--- src/rtl/tape_ctl_pkg.sv ---
package tape_ctl_pkg;
    localparam int WORD_W  = 12;
    localparam int UNIT_W  = 3;
    localparam int FUNC_W  = 3;
    localparam int MF_W    = 3;
    localparam int NERR    = 5;
    localparam int CTRL_W  = 2;                 // accumulator keep/clear bits
    localparam int CMD_W   = WORD_W - CTRL_W;   // stored command bits
    localparam int MF_LSB  = 3;                 // accumulator bits 6-8 position

    // error vector index, MSB first as read out
    localparam int E_MARK = 4;
    localparam int E_EOT  = 3;
    localparam int E_SEL  = 2;
    localparam int E_PAR  = 1;
    localparam int E_TIM  = 0;

    localparam logic [WORD_W-1:0] CODE_RDA  = 12'o6761;
    localparam logic [WORD_W-1:0] CODE_CLRA = 12'o6762;
    localparam logic [WORD_W-1:0] CODE_LDA  = 12'o6764;
    localparam logic [WORD_W-1:0] CODE_SKIP = 12'o6771;
    localparam logic [WORD_W-1:0] CODE_RDB  = 12'o6772;
    localparam logic [WORD_W-1:0] CODE_LDMF = 12'o6774;

    typedef enum logic [FUNC_W-1:0] {
        FN_MOVE, FN_SEARCH, FN_RD_DATA, FN_RD_ALL,
        FN_WR_DATA, FN_WR_ALL, FN_WR_TIMING, FN_ILLEGAL
    } fn_e;

    typedef enum logic [2:0] {
        OP_NONE, OP_RDA, OP_CLRA, OP_LDA, OP_SKIP, OP_RDB, OP_LDMF
    } op_e;

    // first member is bit 0 (most significant)
    typedef struct packed {
        logic [UNIT_W-1:0] unit;
        logic              rev;
        logic              go;
        logic              cont;
        fn_e               func;
        logic              ie;
        logic [CTRL_W-1:0] rsvd;
    } cmd_t;

    typedef struct packed {
        logic              sum;
        logic [NERR-1:0]   err;
        logic [MF_W-1:0]   mf;
        logic [1:0]        rsvd;
        logic              done;
    } statb_t;

    function automatic logic keep_bit(input logic [WORD_W-1:0] ac, input int acbit);
        return ac[WORD_W-1-acbit];
    endfunction
endpackage

--- src/rtl/tape_iot_decode.sv ---
module tape_iot_decode
    import tape_ctl_pkg::*;
(
    input  logic              iot_valid,
    input  logic [WORD_W-1:0] iot_code,
    output op_e               op
);
    always_comb begin
        op = OP_NONE;
        if (iot_valid) begin
            unique case (iot_code)
                CODE_RDA:  op = OP_RDA;
                CODE_CLRA: op = OP_CLRA;
                CODE_LDA:  op = OP_LDA;
                CODE_SKIP: op = OP_SKIP;
                CODE_RDB:  op = OP_RDB;
                CODE_LDMF: op = OP_LDMF;
                default:   op = OP_NONE;
            endcase
        end
    end
endmodule

--- src/rtl/tape_cmd_reg.sv ---
module tape_cmd_reg
    import tape_ctl_pkg::*;
(
    input  logic              clk,
    input  logic              rst,
    input  op_e               op,
    input  logic [WORD_W-1:0] ac_in,
    output cmd_t              cmd_q,
    output logic              sel_set
);
    cmd_t cmd_n;

    always_comb begin
        cmd_n = cmd_q;
        unique case (op)
            OP_CLRA: cmd_n = '0;
            OP_LDA:  cmd_n = cmd_t'({cmd_q[WORD_W-1:CTRL_W] ^ ac_in[WORD_W-1:CTRL_W],
                                     {CTRL_W{1'b0}}});
            default: cmd_n = cmd_q;
        endcase
    end

    // a load that leaves the illegal function in place flags a select error
    assign sel_set = (op == OP_LDA) && (cmd_n.func == FN_ILLEGAL);

    always_ff @(posedge clk) begin
        if (rst) cmd_q <= '0;
        else     cmd_q <= cmd_n;
    end
endmodule

--- src/rtl/tape_status_flags.sv ---
module tape_status_flags
    import tape_ctl_pkg::*;
(
    input  logic              clk,
    input  logic              rst,
    input  op_e               op,
    input  logic [WORD_W-1:0] ac_in,
    input  logic [NERR-1:0]   err_set,
    input  logic              done_set,
    output logic [NERR-1:0]   err_q,
    output logic              done_q,
    output logic [MF_W-1:0]   mf_q
);
    localparam int AC_KEEP_ERR  = 10;
    localparam int AC_KEEP_DONE = 11;

    logic keep_err, keep_done;

    assign keep_err  = !(op == OP_LDA && !keep_bit(ac_in, AC_KEEP_ERR));
    assign keep_done = !(op == OP_LDA && !keep_bit(ac_in, AC_KEEP_DONE));

    for (genvar g = 0; g < NERR; g++) begin : g_err
        logic flag_q;
        always_ff @(posedge clk) begin
            if (rst) flag_q <= 1'b0;
            else     flag_q <= (flag_q & keep_err) | err_set[g];
        end
        assign err_q[g] = flag_q;
    end

    always_ff @(posedge clk) begin
        if (rst) begin
            done_q <= 1'b0;
            mf_q   <= '0;
        end else begin
            done_q <= (done_q & keep_done) | done_set;
            if (op == OP_LDMF) mf_q <= ac_in[MF_LSB +: MF_W];
        end
    end
endmodule

--- src/rtl/tape_ctl_regs.sv ---
module tape_ctl_regs
    import tape_ctl_pkg::*;
(
    input  logic              clk,
    input  logic              rst,
    input  logic              iot_valid,
    input  logic [WORD_W-1:0] iot_code,
    input  logic [WORD_W-1:0] ac_in,
    input  logic              evt_mark,
    input  logic              evt_eot,
    input  logic              evt_par,
    input  logic              evt_tim,
    input  logic              evt_done,
    output logic [WORD_W-1:0] ac_out,
    output logic              ac_clear,
    output logic              skip,
    output logic              irq,
    output logic [UNIT_W-1:0] unit_sel,
    output logic              dir_rev,
    output logic              go,
    output logic              cont_mode,
    output logic [FUNC_W-1:0] func,
    output logic [MF_W-1:0]   mem_field
);
    op_e             op;
    cmd_t            cmd_q;
    logic            sel_set;
    logic [NERR-1:0] err_set;
    logic [NERR-1:0] err_q;
    logic            done_q;
    logic [MF_W-1:0] mf_q;
    logic            any_flag;
    statb_t          statb;

    tape_iot_decode u_dec (
        .iot_valid (iot_valid),
        .iot_code  (iot_code),
        .op        (op)
    );

    tape_cmd_reg u_cmd (
        .clk     (clk),
        .rst     (rst),
        .op      (op),
        .ac_in   (ac_in),
        .cmd_q   (cmd_q),
        .sel_set (sel_set)
    );

    always_comb begin
        err_set         = '0;
        err_set[E_MARK] = evt_mark;
        err_set[E_EOT]  = evt_eot;
        err_set[E_SEL]  = sel_set;
        err_set[E_PAR]  = evt_par;
        err_set[E_TIM]  = evt_tim;
    end

    tape_status_flags u_flg (
        .clk      (clk),
        .rst      (rst),
        .op       (op),
        .ac_in    (ac_in),
        .err_set  (err_set),
        .done_set (evt_done),
        .err_q    (err_q),
        .done_q   (done_q),
        .mf_q     (mf_q)
    );

    assign any_flag = (|err_q) | done_q;

    always_comb begin
        statb      = '0;
        statb.sum  = |err_q;
        statb.err  = err_q;
        statb.mf   = mf_q;
        statb.done = done_q;
    end

    always_comb begin
        unique case (op)
            OP_RDA:  ac_out = cmd_q;
            OP_RDB:  ac_out = statb;
            default: ac_out = '0;
        endcase
    end

    assign ac_clear  = (op == OP_LDA) || (op == OP_LDMF);
    assign skip      = (op == OP_SKIP) && any_flag;
    assign irq       = cmd_q.ie && any_flag;
    assign unit_sel  = cmd_q.unit;
    assign dir_rev   = cmd_q.rev;
    assign go        = cmd_q.go;
    assign cont_mode = cmd_q.cont;
    assign func      = cmd_q.func;
    assign mem_field = mf_q;
endmodule

--- config.mk ---
export PLATFORM = sky130hd
export DESIGN_NAME = tape_ctl_regs
export DESIGN_NICKNAME = d
export VERILOG_FILES = /design/src/rtl/tape_ctl_pkg.sv /design/src/rtl/tape_iot_decode.sv /design/src/rtl/tape_cmd_reg.sv /design/src/rtl/tape_status_flags.sv /design/src/rtl/tape_ctl_regs.sv
export SDC_FILE = /design/constraint.sdc
export NUM_CORES = 1
export LEC_CHECK = 0
export ABC_AREA = 0
export BUFFER_PORTS_ARGS = -buffer_cell sky130_fd_sc_hd__buf_2
export CELL_PAD_IN_SITES_DETAIL_PLACEMENT = 1
export CELL_PAD_IN_SITES_GLOBAL_PLACEMENT = 2
export CORE_UTILIZATION = 22
export CTS_CLUSTER_SIZE = 8
export DETAILED_ROUTE_END_ITERATION = 12
export PLACE_DENSITY_LB_ADDON = 0.1
export SETUP_SLACK_MARGIN = 0.02
export SYNTH_ARGS = -nofsm -noshare
export SYNTH_HDL_FRONTEND = slang
export SYNTH_SLANG_ARGS = --single-unit
--- constraint.sdc ---
create_clock -name clk -period 1.6 [get_ports clk]
set_input_delay 0.16 -clock clk [delete_from_list [all_inputs] [get_ports clk]]
set_output_delay 0.16 -clock clk [all_outputs]
set_load 0.005 [all_outputs]
# After elaboration in Yosys (flattened, before gate mapping)
# Index checks and enable logic that the tools add are counted.
[word_totals]
register_bits = 21
output_inout_bits = 27
in_bits = 32
elab_cells = 57
[op_classes]
bitwise_logic = 14
mux = 4
n_reduce_logical = 12
eq_ne = 13
[ops]
columns = ["cell", "count"]
rows = [
  ["equality test 12 bit, second input constant", 6],
  ["one-hot mux 12 bit (2 select lines)", 2],
  ["one-hot mux 3 bit (6 select lines)", 1],
  ["equality test 3 bit, second input constant", 4],
  ["bitwise XOR 10 bit", 1],
  ["bitwise OR 1 bit", 7],
  ["bitwise AND 1 bit", 6],
  ["equality test 3 x 2 -> 1 bit, second input constant", 2],
  ["logical AND 1 bit", 5],
  ["OR reduction 5 bit", 1],
  ["logical NOT 1 bit", 4],
  ["equality test 3 x 1 -> 1 bit, second input constant", 1],
  ["2-to-1 mux 3 bit", 1],
  ["nonzero test 2 bit", 1],
  ["logical OR 1 bit", 1],
]

# Longest topological paths before layout
[logic_depth]
ltp_word = 8
depth_mapped = 6
mapped_depth_nobuf = 4

# Cells and area by module
# From an unflattened synthesis, not the netlist that was laid out.
[unflattened]
hier_cells = 160
hier_area_um2 = 1376.3
[modules_own_cells]
columns = ["mod", "n_inst", "seq_area_each_um2", "cells_per_inst", "area_per_inst_um2"]
rows = [
  ["tape_cmd_reg", 1, 200.2, 65, 566.8],
  ["tape_status_flags", 1, 180.2, 46, 429.2],
  ["tape_ctl_regs", 1, 0.0, 34, 277.8],
  ["tape_iot_decode", 1, 0.0, 15, 102.6],
]

# Worst setup path after synthesis
# No wires, ideal clock.
[synth_path]
path_type = "input to output"
from = "in iot_code[5]"
to = "out ac_out[10]"
t_required_ns = 1.440
slack_ns = 0.014
stages = 4
arrival_time_ns = 1.426
n_path_buf = 0
cell_sequence = "nand4_1 or4_1 nor3_4 a22o_1"
[synth_via]
elab_chain_len = 5
elab_cells_between_ends = 11
classes_between = "eq/ne (8); mux (3)"
[synth_rtl]
columns = ["element", "line", "rtl"]
rows = [
  ["start, declared", "tape_ctl_regs.sv:7", "input logic [WORD_W-1:0] iot_code,"],
  ["equality test 12 bit", "tape_iot_decode.sv:11", "unique case (iot_code)"],
  ["one-hot mux 3 bit (6 select lines) (*)", "tape_iot_decode.sv:11", ""],
  ["2-to-1 mux 3 bit (*)", "tape_iot_decode.sv:10", "if (iot_valid) begin"],
  ["equality test 3 bit or equality test 3 x 1 -> 1 bit (tied branches)", "tape_ctl_regs.sv:82", "unique case (op)"],
  ["one-hot mux 12 bit (2 select lines) (*)", "tape_ctl_regs.sv:82", ""],
  ["end, declared", "tape_ctl_regs.sv:14", "output logic [WORD_W-1:0] ac_out,"],
]
# Mark *: on every way between the ends. The rest lies on a longest branch, timed or not.

# Final worst setup path
[layout_path]
from = "in iot_code[1]"
to = "out ac_out[9]"
# The elaborated chain is that of the path after synthesis.

==> impl_metrics.ini <==
[drt]
via_per_inst = 4.56
routed_wl_um = 3920
dr.first_iter.drc_count = 24
post-route-drc-count = 0
drt-wirelength-per-cell_um = 14.4
via_count = 1241
drtAntennaViolNets = 0
drtPass1Iterations = 4

[floorplanning]
die_area_um2 = 5710
die_y_um = 75.6
start_util_pct = 23.0
row_count = 26
fp.dieW_um = 75.6
core_um2 = 5170
ios = 59

[timing]
drv_slew = 0
fin_crit_ns = 1.64
period_share_pct = 102
setup_ws_ns = -0.0363
fmax_mhz = 611
hold_viol = 0
rsz0062_at_grt = true
skew_ns = 0.00827
setup_viol_count_final = 10

[cts]
htreeDepth = 1
clock_latency_ns = 0.26
clock_sinks = 19
path_clk_slew_ns = 0.07
cts_buffers = 3
cts_tree = yes
holdBufCountCts = 0
cts-root-buf = clkbuf_8
clk_path_buf_depth = 2

[yosys]
synthCells = 134
synth_cell_types = 36
yosysSeqAreaShare_pct = 31.9
synth.net_count = 166
syn_area_um2 = 1190
ys_ff_latch = 19
syn_avg_cell_area_um2 = 8.89
yosysWarnings = 0

[power_and_ir_drop]
powerDensity_nw_per_um2 = 565
leakage_nw = 0.839
ir_drop_mv = 0.247
p_total_w = 0.000979

[global_routing]
grt_start_max_net_pins = 14
grt_pass1_wl_um = 6060
antenna_found_initial = 0
grt_pass1_vias = 1247
overflow = 0
grt_usage_pct = 14.4

[run_status]
violations = negative setup slack
status = finished with violations

[finish]
layout_common_cells = buf_2, dfxtp_1, nand2b_1, buf_4, nor2_1
stdcell_area_um2 = 1730
final.fill_count = 633
layout-drive-gt1-share_pct = 48.0
instances_no_fill = 272
final_common_cell = buf_2
nets = 235
syn_to_final_growth_pct = 45.5
antennaDiodeCount = 0

[placed_design]
dp_hpwl_um = 3040
io_buffers = 57
place_area_um2 = 1620
gp_congestion = 0.741
placedCellCount = 266

[critical_path]
start_kind = input pin
cp-end-kind = output pin
arrival_ns = 1.48
worstPathMaxFanout = 10
cp_data_required_time_ns = 1.44
crit_start = iot_code[1]
r2r_start = u_cmd.cmd_q[4]
crit_type = in2out

[job]
maxCapViolCount = 0

[worst_hold_path]
worstHoldStart = evt_mark
hold_path_class = in2reg
## worst max-delay path, stage by stage
cell	delay [ns]
buf_6	0.10
nand2b_4	0.12
or4_4	0.53
nor3_4	0.17
buf_12	0.16
a22o_1	0.14
buf_2	0.11
## registers in the layout (all words and copies together), names as in the netlist
register            count
u_flg.g_err.flag_q      5
u_flg.mf_q              3
u_cmd.cmd_q            10
u_flg.done_q            1
## per-stage QoR
step / TNS, ns / util, % / hold WS, ns / setup WS (ns)
2_1_floorplan: 0 / - / 0.277 / 0.0509
3_3_place_gp: -2.20 / 31.3 / 0.371 / -0.120
3_5_place_dp: -2.73 / 31.3 / 0.386 / -0.149
4_1_cts: -0.347 / 33.2 / 0.119 / -0.0466
5_1_grt: -1.01 / 33.5 / 0.136 / -0.108
6_report: -0.236 / 33.5 / 0.114 / -0.0363
## layer usage
layer	up-vias	GRT usage, %	part of all wire [%]
li1	617	-	-
met1	581	17.8	46
met2	41	25.8	50
met3	2	1.85	3.7
met4	0	4.32	0.36
met5	-	0	0
## Yosys cell counts (all sizes together)
library cell	n	area [µm²]
nor2	11	41.3
nor3	4	36.3
xnor2	2	17.5
inv	1	3.75
nand2	4	15.0
a2111o	1	11.3
o21ai	2	10.0
or4	4	30.0
mux2i	3	30.0
nand3b	4	30.0
nor4	3	25.0
conb	1	3.75
nor4b	2	17.5
dfxtp	19	380
or4b	2	20.0
a311oi	1	8.76
a31oi	1	6.26
a22o	9	78.8
nand4bb	1	11.3
nor2b	2	12.5
o31a	1	8.76
nand4	1	6.26
clkbuf	2	7.51
a21oi	13	95.1
xor2	1	8.76
a21o	9	67.6
or2	1	6.26
and2	2	12.5
buf	10	82.6
nand2b	17	106
## power by group
part | switching [W] | leakage [nW] | internal [W]
registers | 0.00000770 | 0.155 | 0.000482
clock network | 0.000170 | 0.0228 | 0.000177
logic | 0.0000709 | 0.662 | 0.0000717
total | 0.000249 | 0.839 | 0.000731
## logic make-up (layout without fill, tap and decap cells)
| logic type | Yosys count | count (layout) | synth area share, % |
|---|---|---|---|
| compound gates | 37 | 37 | 24.1 |
| simple gates | 58 | 58 | 31.1 |
| mux | 3 | 3 | 2.52 |
| xor+xnor | 3 | 3 | 2.21 |
| flops | 19 | 19 | 31.9 |
| buf+inv | 13 | 81 | 7.88 |
| other cells | 1 | 1 | 0.315 |
## path summary, 6_finish.rpt
kind	end	depth (start not counted)	slack [ns]
worst min register to register	u_flg.g_err[2].flag_q	2	0.51
worst max register to register	u_flg.g_err[2].flag_q	3	0.46
worst max-delay path	ac_out[9]	7	-0.04
worst min-delay path	u_flg.g_err[4].flag_q	3	0.11
## timing repair
action / CTS / global route
buffers inserted: 1 / 1
resized for setup: 9 / 5
cloned: 1 / 0
pin swaps: 4 / 4
endpoints found under the setup margin: 13 / 12
endpoints found under the hold margin: 0 / 0
## final cells by class
type,count,area [µm²],share of cell area [%]
Multi-Input combinational cell,102,749,43.2
Timing Repair Buffer,76,467,26.9
Sequential cell,19,380,21.9
Tap cell,70,87.6,5.05
Clock buffer,4,45.0,2.60
Inverter,1,3.75,0.217
No activity file was read; power rests on OpenSTA's default activity.
